### src/rtl/tmr3_pkg.sv
package tmr3_pkg;
  localparam int unsigned N_CH     = 3;
  localparam int unsigned DATA_W   = 32;
  localparam int unsigned ADDR_W   = 6;
  localparam int unsigned WORD_W   = ADDR_W - 2;
  localparam int unsigned N_TAPS   = 6;          // divide by 4^1 .. 4^6
  localparam int unsigned PRE_W    = 2 * N_TAPS;
  localparam int unsigned IE_BIT   = 5;
  localparam int unsigned UF_BIT   = 8;

  typedef enum logic [2:0] {
    SRC_DIV4    = 3'd0,
    SRC_DIV16   = 3'd1,
    SRC_DIV64   = 3'd2,
    SRC_DIV256  = 3'd3,
    SRC_DIV1K   = 3'd4,
    SRC_DIV4K   = 3'd5,
    SRC_RTC     = 3'd6,
    SRC_EXT     = 3'd7
  } tick_src_e;
endpackage

### src/rtl/tmr3_prescale.sv
module tmr3_prescale
  import tmr3_pkg::*;
#(
  parameter int unsigned TAPS = N_TAPS
) (
  input  logic            clk,
  input  logic            rst_n,
  output logic [TAPS-1:0] tap
);
  localparam int unsigned CW = 2 * TAPS;

  logic [CW-1:0] div_q, div_d;

  always_comb begin
    div_d = div_q + CW'(1);
  end

  always_ff @(posedge clk or negedge rst_n) begin
    if (!rst_n) div_q <= '0;
    else        div_q <= div_d;
  end

  // tap k fires once every 4^(k+1) cycles: low 2(k+1) bits all ones
  for (genvar k = 0; k < TAPS; k++) begin : g_tap
    assign tap[k] = &div_q[2*k+1:0];
  end

  // the fastest tap never fires on two cycles in a row
  p_tap_spacing_r8: assert property (@(posedge clk) disable iff (!rst_n)
    tap[0] |=> !tap[0]);
endmodule

### src/rtl/tmr3_chan.sv
module tmr3_chan
  import tmr3_pkg::*;
#(
  parameter int unsigned DW   = DATA_W,
  parameter int unsigned TAPS = N_TAPS
) (
  input  logic            clk,
  input  logic            rst_n,
  input  logic            run,
  input  logic [TAPS-1:0] tap,
  input  logic            rtc_tick,
  input  logic            ext_tick,
  input  logic            rld_we,
  input  logic            cnt_we,
  input  logic            ctl_we,
  input  logic [DW-1:0]   wdata,
  output logic [DW-1:0]   rld_rd,
  output logic [DW-1:0]   cnt_rd,
  output logic [DW-1:0]   ctl_rd,
  output logic            irq
);
  tick_src_e      src_q, src_d;
  logic           ie_q, ie_d;
  logic           uf_q, uf_d;
  logic [DW-1:0]  rld_q, rld_d;
  logic [DW-1:0]  cnt_q, cnt_d;
  logic           tick, step, uf_evt, cnt_en, uf_clr;

  // tick source selection
  always_comb begin
    unique case (src_q)
      SRC_DIV4:   tick = tap[0];
      SRC_DIV16:  tick = tap[1];
      SRC_DIV64:  tick = tap[2];
      SRC_DIV256: tick = tap[3];
      SRC_DIV1K:  tick = tap[4];
      SRC_DIV4K:  tick = tap[TAPS-1];
      SRC_RTC:    tick = rtc_tick;
      SRC_EXT:    tick = ext_tick;
      default:    tick = 1'b0;
    endcase
  end

  // next-state
  always_comb begin
    step   = run & tick;
    uf_evt = step & (cnt_q == '0) & ~cnt_we;
    cnt_en = cnt_we | step;
    uf_clr = ctl_we & ~wdata[UF_BIT];

    rld_d  = wdata;
    src_d  = tick_src_e'(wdata[2:0]);
    ie_d   = wdata[IE_BIT];

    if (cnt_we)             cnt_d = wdata;
    else if (cnt_q == '0)   cnt_d = rld_q;
    else                    cnt_d = cnt_q - DW'(1);

    uf_d = uf_evt | (uf_q & ~uf_clr);
  end

  // registers
  always_ff @(posedge clk or negedge rst_n) begin
    if (!rst_n) begin
      rld_q <= '0;
      cnt_q <= '0;
      src_q <= SRC_DIV4;
      ie_q  <= 1'b0;
      uf_q  <= 1'b0;
    end else begin
      if (rld_we) rld_q <= rld_d;
      if (cnt_en) cnt_q <= cnt_d;
      if (ctl_we) begin
        src_q <= src_d;
        ie_q  <= ie_d;
      end
      uf_q <= uf_d;
    end
  end

  always_comb begin
    ctl_rd         = '0;
    ctl_rd[2:0]    = src_q;
    ctl_rd[IE_BIT] = ie_q;
    ctl_rd[UF_BIT] = uf_q;
  end

  assign rld_rd = rld_q;
  assign cnt_rd = cnt_q;
  assign irq    = uf_q & ie_q;

  // a count write always lands as written
  p_cnt_write_r10: assert property (@(posedge clk) disable iff (!rst_n)
    cnt_we |=> cnt_q == $past(wdata));

  // a stopped channel without a write keeps its count
  p_stop_hold_r4: assert property (@(posedge clk) disable iff (!rst_n)
    (!run && !cnt_we) |=> $stable(cnt_q));

  // a tick on a non-zero count takes off exactly one
  p_decrement_r3: assert property (@(posedge clk) disable iff (!rst_n)
    (run && tick && !cnt_we && cnt_q != '0) |=> cnt_q == $past(cnt_q) - DW'(1));

  // a tick at zero reloads and flags
  p_reload_r5: assert property (@(posedge clk) disable iff (!rst_n)
    (run && tick && !cnt_we && cnt_q == '0) |=> (cnt_q == $past(rld_q)) && uf_q);

  // the flag only rises through an underflow
  p_flag_source_r6: assert property (@(posedge clk) disable iff (!rst_n)
    $rose(uf_q) |-> $past(run && tick && !cnt_we && cnt_q == '0));

  // the interrupt only rises after an underflow or a control write
  p_irq_rise_r7: assert property (@(posedge clk) disable iff (!rst_n)
    $rose(irq) |-> $past(uf_evt || ctl_we));
endmodule

### src/rtl/tmr3_top.sv
module tmr3_top
  import tmr3_pkg::*;
(
  input  logic              clk,
  input  logic              rst_n,
  input  logic              bus_sel,
  input  logic              bus_wr,
  input  logic [ADDR_W-1:0] bus_addr,
  input  logic [DATA_W-1:0] bus_wdata,
  output logic [DATA_W-1:0] bus_rdata,
  input  logic              rtc_tick,
  input  logic              ext_tick,
  output logic [N_CH-1:0]   irq
);
  // reset: asynchronous assertion, synchronous release
  logic rst_meta, rst_s;
  always_ff @(posedge clk or negedge rst_n) begin
    if (!rst_n) begin
      rst_meta <= 1'b0;
      rst_s    <= 1'b0;
    end else begin
      rst_meta <= 1'b1;
      rst_s    <= rst_meta;
    end
  end

  // address decode
  logic [WORD_W-1:0] word;
  logic              aligned, wr_en;
  assign word    = bus_addr[ADDR_W-1:2];
  assign aligned = (bus_addr[1:0] == 2'b00);
  assign wr_en   = bus_sel & bus_wr & aligned;

  // start register
  logic [N_CH-1:0] run_q, run_d;
  logic            run_we;
  assign run_we = wr_en & (word == '0);
  assign run_d  = bus_wdata[N_CH-1:0];

  always_ff @(posedge clk or negedge rst_s) begin
    if (!rst_s)      run_q <= '0;
    else if (run_we) run_q <= run_d;
  end

  // shared prescaler
  logic [N_TAPS-1:0] tap;
  tmr3_prescale #(.TAPS(N_TAPS)) u_pre (
    .clk   (clk),
    .rst_n (rst_s),
    .tap   (tap)
  );

  // channels
  logic [DATA_W-1:0] rld_rd [N_CH];
  logic [DATA_W-1:0] cnt_rd [N_CH];
  logic [DATA_W-1:0] ctl_rd [N_CH];

  for (genvar i = 0; i < N_CH; i++) begin : g_ch
    localparam logic [WORD_W-1:0] BASE = WORD_W'(1 + 3 * i);
    logic rld_we, cnt_we, ctl_we;
    assign rld_we = wr_en & (word == BASE);
    assign cnt_we = wr_en & (word == BASE + WORD_W'(1));
    assign ctl_we = wr_en & (word == BASE + WORD_W'(2));

    tmr3_chan #(.DW(DATA_W), .TAPS(N_TAPS)) u_ch (
      .clk      (clk),
      .rst_n    (rst_s),
      .run      (run_q[i]),
      .tap      (tap),
      .rtc_tick (rtc_tick),
      .ext_tick (ext_tick),
      .rld_we   (rld_we),
      .cnt_we   (cnt_we),
      .ctl_we   (ctl_we),
      .wdata    (bus_wdata),
      .rld_rd   (rld_rd[i]),
      .cnt_rd   (cnt_rd[i]),
      .ctl_rd   (ctl_rd[i]),
      .irq      (irq[i])
    );
  end

  // read mux
  always_comb begin
    bus_rdata = '0;
    if (aligned) begin
      if (word == '0) bus_rdata[N_CH-1:0] = run_q;
      for (int i = 0; i < N_CH; i++) begin
        if (word == WORD_W'(1 + 3 * i))      bus_rdata = rld_rd[i];
        else if (word == WORD_W'(2 + 3 * i)) bus_rdata = cnt_rd[i];
        else if (word == WORD_W'(3 + 3 * i)) bus_rdata = ctl_rd[i];
      end
    end
  end

  // a start-word write lands in the run bits
  p_start_write_r2: assert property (@(posedge clk) disable iff (!rst_s)
    run_we |=> run_q == $past(bus_wdata[N_CH-1:0]));

  // interrupts are low while the design is held in reset
  p_reset_quiet_r1: assert property (@(posedge clk)
    !rst_s |-> irq == '0);
endmodule

### config.mk
export PLATFORM = sky130hd
export DESIGN_NAME = tmr3_top
export DESIGN_NICKNAME = d
export VERILOG_FILES = /design/src/rtl/tmr3_pkg.sv /design/src/rtl/tmr3_prescale.sv /design/src/rtl/tmr3_chan.sv /design/src/rtl/tmr3_top.sv
export SDC_FILE = /design/constraint.sdc
export NUM_CORES = 1
export LEC_CHECK = 0
export BUFFER_PORTS_ARGS = -buffer_cell sky130_fd_sc_hd__buf_2
export CORE_MARGIN = 10
export CORE_UTILIZATION = 65
export CTS_BUF_LIST = sky130_fd_sc_hd__clkbuf_16
export CTS_CLUSTER_DIAMETER = 120
export DETAILED_ROUTE_END_ITERATION = 8
export GPL_ROUTABILITY_DRIVEN = 1
export PLACE_DENSITY = 0.95
export SLEW_MARGIN = 20
export SYNTH_ARGS = -nofsm -noshare
export SYNTH_HDL_FRONTEND = slang
export SYNTH_HIERARCHICAL = 1
export SYNTH_SLANG_ARGS = --single-unit
### constraint.sdc
create_clock -name clk -period 10.2 [get_ports clk]
set_input_delay 2.04 -clock clk [delete_from_list [all_inputs] [get_ports clk]]
set_output_delay 2.04 -clock clk [all_outputs]
set_load 0.01 [all_outputs]
==> results.yml <==
global_routing:
  grt_remaining_overflow: 0
  antenna_found_initial: 2
  grt_pass1_vias: 14641
  grt_max_degree: 73
  track_usage_pct: 35.1
  grt_pass1_wl_um: 87200
clocking:
  ctsResizeCount: 0
  clock_latency_ns: 0.55
  cts_buffers: 26
  root_buffer: "clkbuf_16"
  tritoncts: "built"
  ctsHoldBuffers: 0
  clkSinkCount: 224
  cts_max_path_buffers: 3
  cts_htree_levels: 1
  cts.clk_slew.worst_paths_ns: 0.06
  post_cts_buffers: 0
sta:
  final-max-slew-violation-count: 0
  fin_tns_setup_ns: 0
  tightest_slew_ns: 1.15
  final-hold-violation-count: 0
  fin_ws_ns: 2.88
  maxSlewHeadroom_pct: 23.2
  rsz0062_at_grt: "false"
  setup_viol: 0
  skew_ns: 0.0244
  layout_worst_path_cycle_share_pct: 71.8
  fin_crit_ns: 7.32
  fmax_ghz: 0.137
synth:
  yosys_warnings: 6
  synth-seq-cells: 224
  synth_edf_count: 0
  syn_area_sq_um: 16300
  synthFlopType: "dfrtp_1"
  synthCells: 1808
  ys_async_sr_fraction_pct: 100
  synth.avg_cell_area_sq_um: 9.01
  yosysUniqueCellTypes: 84
  ys_seq_area_share_pct: 34.4
die:
  ios: 79
  std_cell_rows: 57
  start_util_pct: 66.6
  die_w_um: 178
  core_sq_um: 24500
  die_height_um: 178
  die-area_sq_um: 31800
power:
  vdd_drop_max_uv: 148
  powerDensity_nw_per_um2: 189
  cellLeakagePower_uw: 0.00734
  p_total_uw: 3260
critical_path:
  path_max_fanout: 54
  critPathKind: "in -> out"
  r2r_cells: 9
  worstPathArrival_ns: 5.28
  ff2ff_setup_slack_ns: 6.57
  rr_endpoint: "g_ch[2].u_ch/cnt_rd[30]"
  critPathLaunchType: "primary input"
  cp_data_required_time_ns: 8.16
  reg2reg_from: "u_pre/div_q[0]"
  endpoint_kind: "output pin"
placement:
  post-place-ws_ns: 3.11
  globalplace.congestion: 1.07
  dpl-instance-area_sq_um: 16400
  post-dp-hpwl_um: 40100
  io_buffers: 78
route:
  finalWirelength_um: 57600
  routedWlPerCell_um: 26.9
  drtAntennaViolNets: 0
  dr_total_vias: 15665
  drtIter0Drc: 2951
  vias_per_cell: 7.33
  firstDrtPassIters: 7
  drc: 0
final_layout:
  final_cell_mix: "dfrtp_1 (223), nand2_1 (121), mux2_2 (121)"
  drive_gt1_share_pct: 18.1
  n_fill_cell: 1836
  layout-area-overhead-vs-synth_pct: 5.66
  layout.nets: 1846
  final_util_pct: 70.4
  final_area_sq_um: 17200
  layout_commonest_cell: "dfrtp_1"
flow_run:
  maxCapViolCount: 0
hold_path:
  hold_class: "reg -> async"
run_status:
  outcome: "complete, no violations"
==> how the worst max path moves through the flow <==
stage | slack [ns] | depth (start not counted) | end | from
after detailed placement | 3.11 | 7 | bus_rdata[0] | bus_addr[4]
after global placement | 3.16 | 7 | bus_rdata[0] | bus_addr[4]
after global routing | 2.90 | 7 | bus_rdata[0] | bus_addr[4]
after floorplan | 3.50 | 0 | g_ch[0].u_ch/cnt_rd[0] | rst_s
after CTS | 3.11 | 7 | bus_rdata[0] | bus_addr[4]
final | 2.88 | 7 | bus_rdata[0] | bus_addr[4]
==> per-stage QoR <==
stage | std cells | hold WS, ns
after CTS | 2136 | 0.199
after detailed placement | 2091 | 0.197
after global routing | 2137 | 0.213
after floorplan | 1886 | 0.331
after global placement | 2091 | 0.194
final | 2138 | 0.190
==> Yosys cell counts, drive strengths merged, types with 19 or more instances <==
| master | count | share of area (%) |
|---|---|---|
| nand3 | 20 | 0.61 |
| nor4 | 41 | 2.2 |
| inv | 28 | 0.65 |
| xnor2 | 27 | 1.5 |
| o2bb2ai | 33 | 1.8 |
| o221ai | 21 | 1.1 |
| nand2 | 121 | 2.8 |
| xor2 | 28 | 1.6 |
| nand3b | 28 | 1.3 |
| a22oi | 34 | 1.6 |
| o21ai | 84 | 2.6 |
| a221o | 25 | 1.5 |
| a21oi | 107 | 3.3 |
| clkbuf | 82 | 1.9 |
| a31oi | 47 | 1.8 |
| o31a | 22 | 1.2 |
| mux2i | 39 | 2.4 |
| a2bb2oi | 24 | 1.3 |
| mux2 | 121 | 8.4 |
| nor2 | 117 | 2.7 |
| nor3 | 64 | 2.1 |
| and2 | 37 | 1.4 |
| or2 | 29 | 1.1 |
| o31ai | 31 | 1.4 |
| nand4 | 19 | 0.91 |
| buf | 145 | 5.9 |
| dfrtp | 224 | 34 |
==> final cells by class <==
cell class	instances	area [sq um]	area share, %
Multi-Input combinational cell	1407	9630	56.0
Tap cell	324	405	2.36
Antenna cell	2	5.00	0.0291
Timing Repair Buffer	108	618	3.59
Inverter	28	105	0.611
Clock inverter	18	163	0.945
Clock buffer	27	676	3.93
Sequential cell	224	5610	32.6
==> routing by layer <==
layer / part of all wire [%] / global-route usage, % / routed length (um)
met1: 37 / 44.3 / 21200
met2: 44 / 54.7 / 25500
met3: 14 / 11.2 / 7870
met4: 5.3 / 14.3 / 3060
met5: 0 / 0 / 0
==> registers in the layout (all words and copies together), names as in the netlist <==
signal            flops
u_pre/div_q          12
g_ch.u_ch/ie_q        3
g_ch.u_ch/src_q       9
run_q                 3
rst_meta              1
rst_s                 1
g_ch.u_ch/rld_rd     96
g_ch.u_ch/uf_q        3
g_ch.u_ch/cnt_rd     96
==> worst max-delay path, cell delays in order <==
cell	delay [ns]
buf_2	0.08
buf_4	0.54
nor2b_1	0.73
nand3_1	0.99
o221ai_1	0.55
a21oi_1	0.16
buf_2	0.18
==> kinds of logic after synthesis <==
group	after synthesis	share of synthesized area, %
adders and majority gates	7	0.538
other	4	0.0921
muxes	163	11.2
xor gates and xnor gates	55	3.00
buffers and inverters	255	8.47
AOI/OAI and AO/OA	519	22.1
and+or+nand+nor	581	20.2
DFF	224	34.4
==> report_power, final <==
part | internal [uW] | leakage, uW | switching, uW
Combinational | 406 | 0.00395 | 611
Clock | 550 | 0.000423 | 383
Sequential | 1030 | 0.00297 | 273
Power figures use the tool's default switching activity.
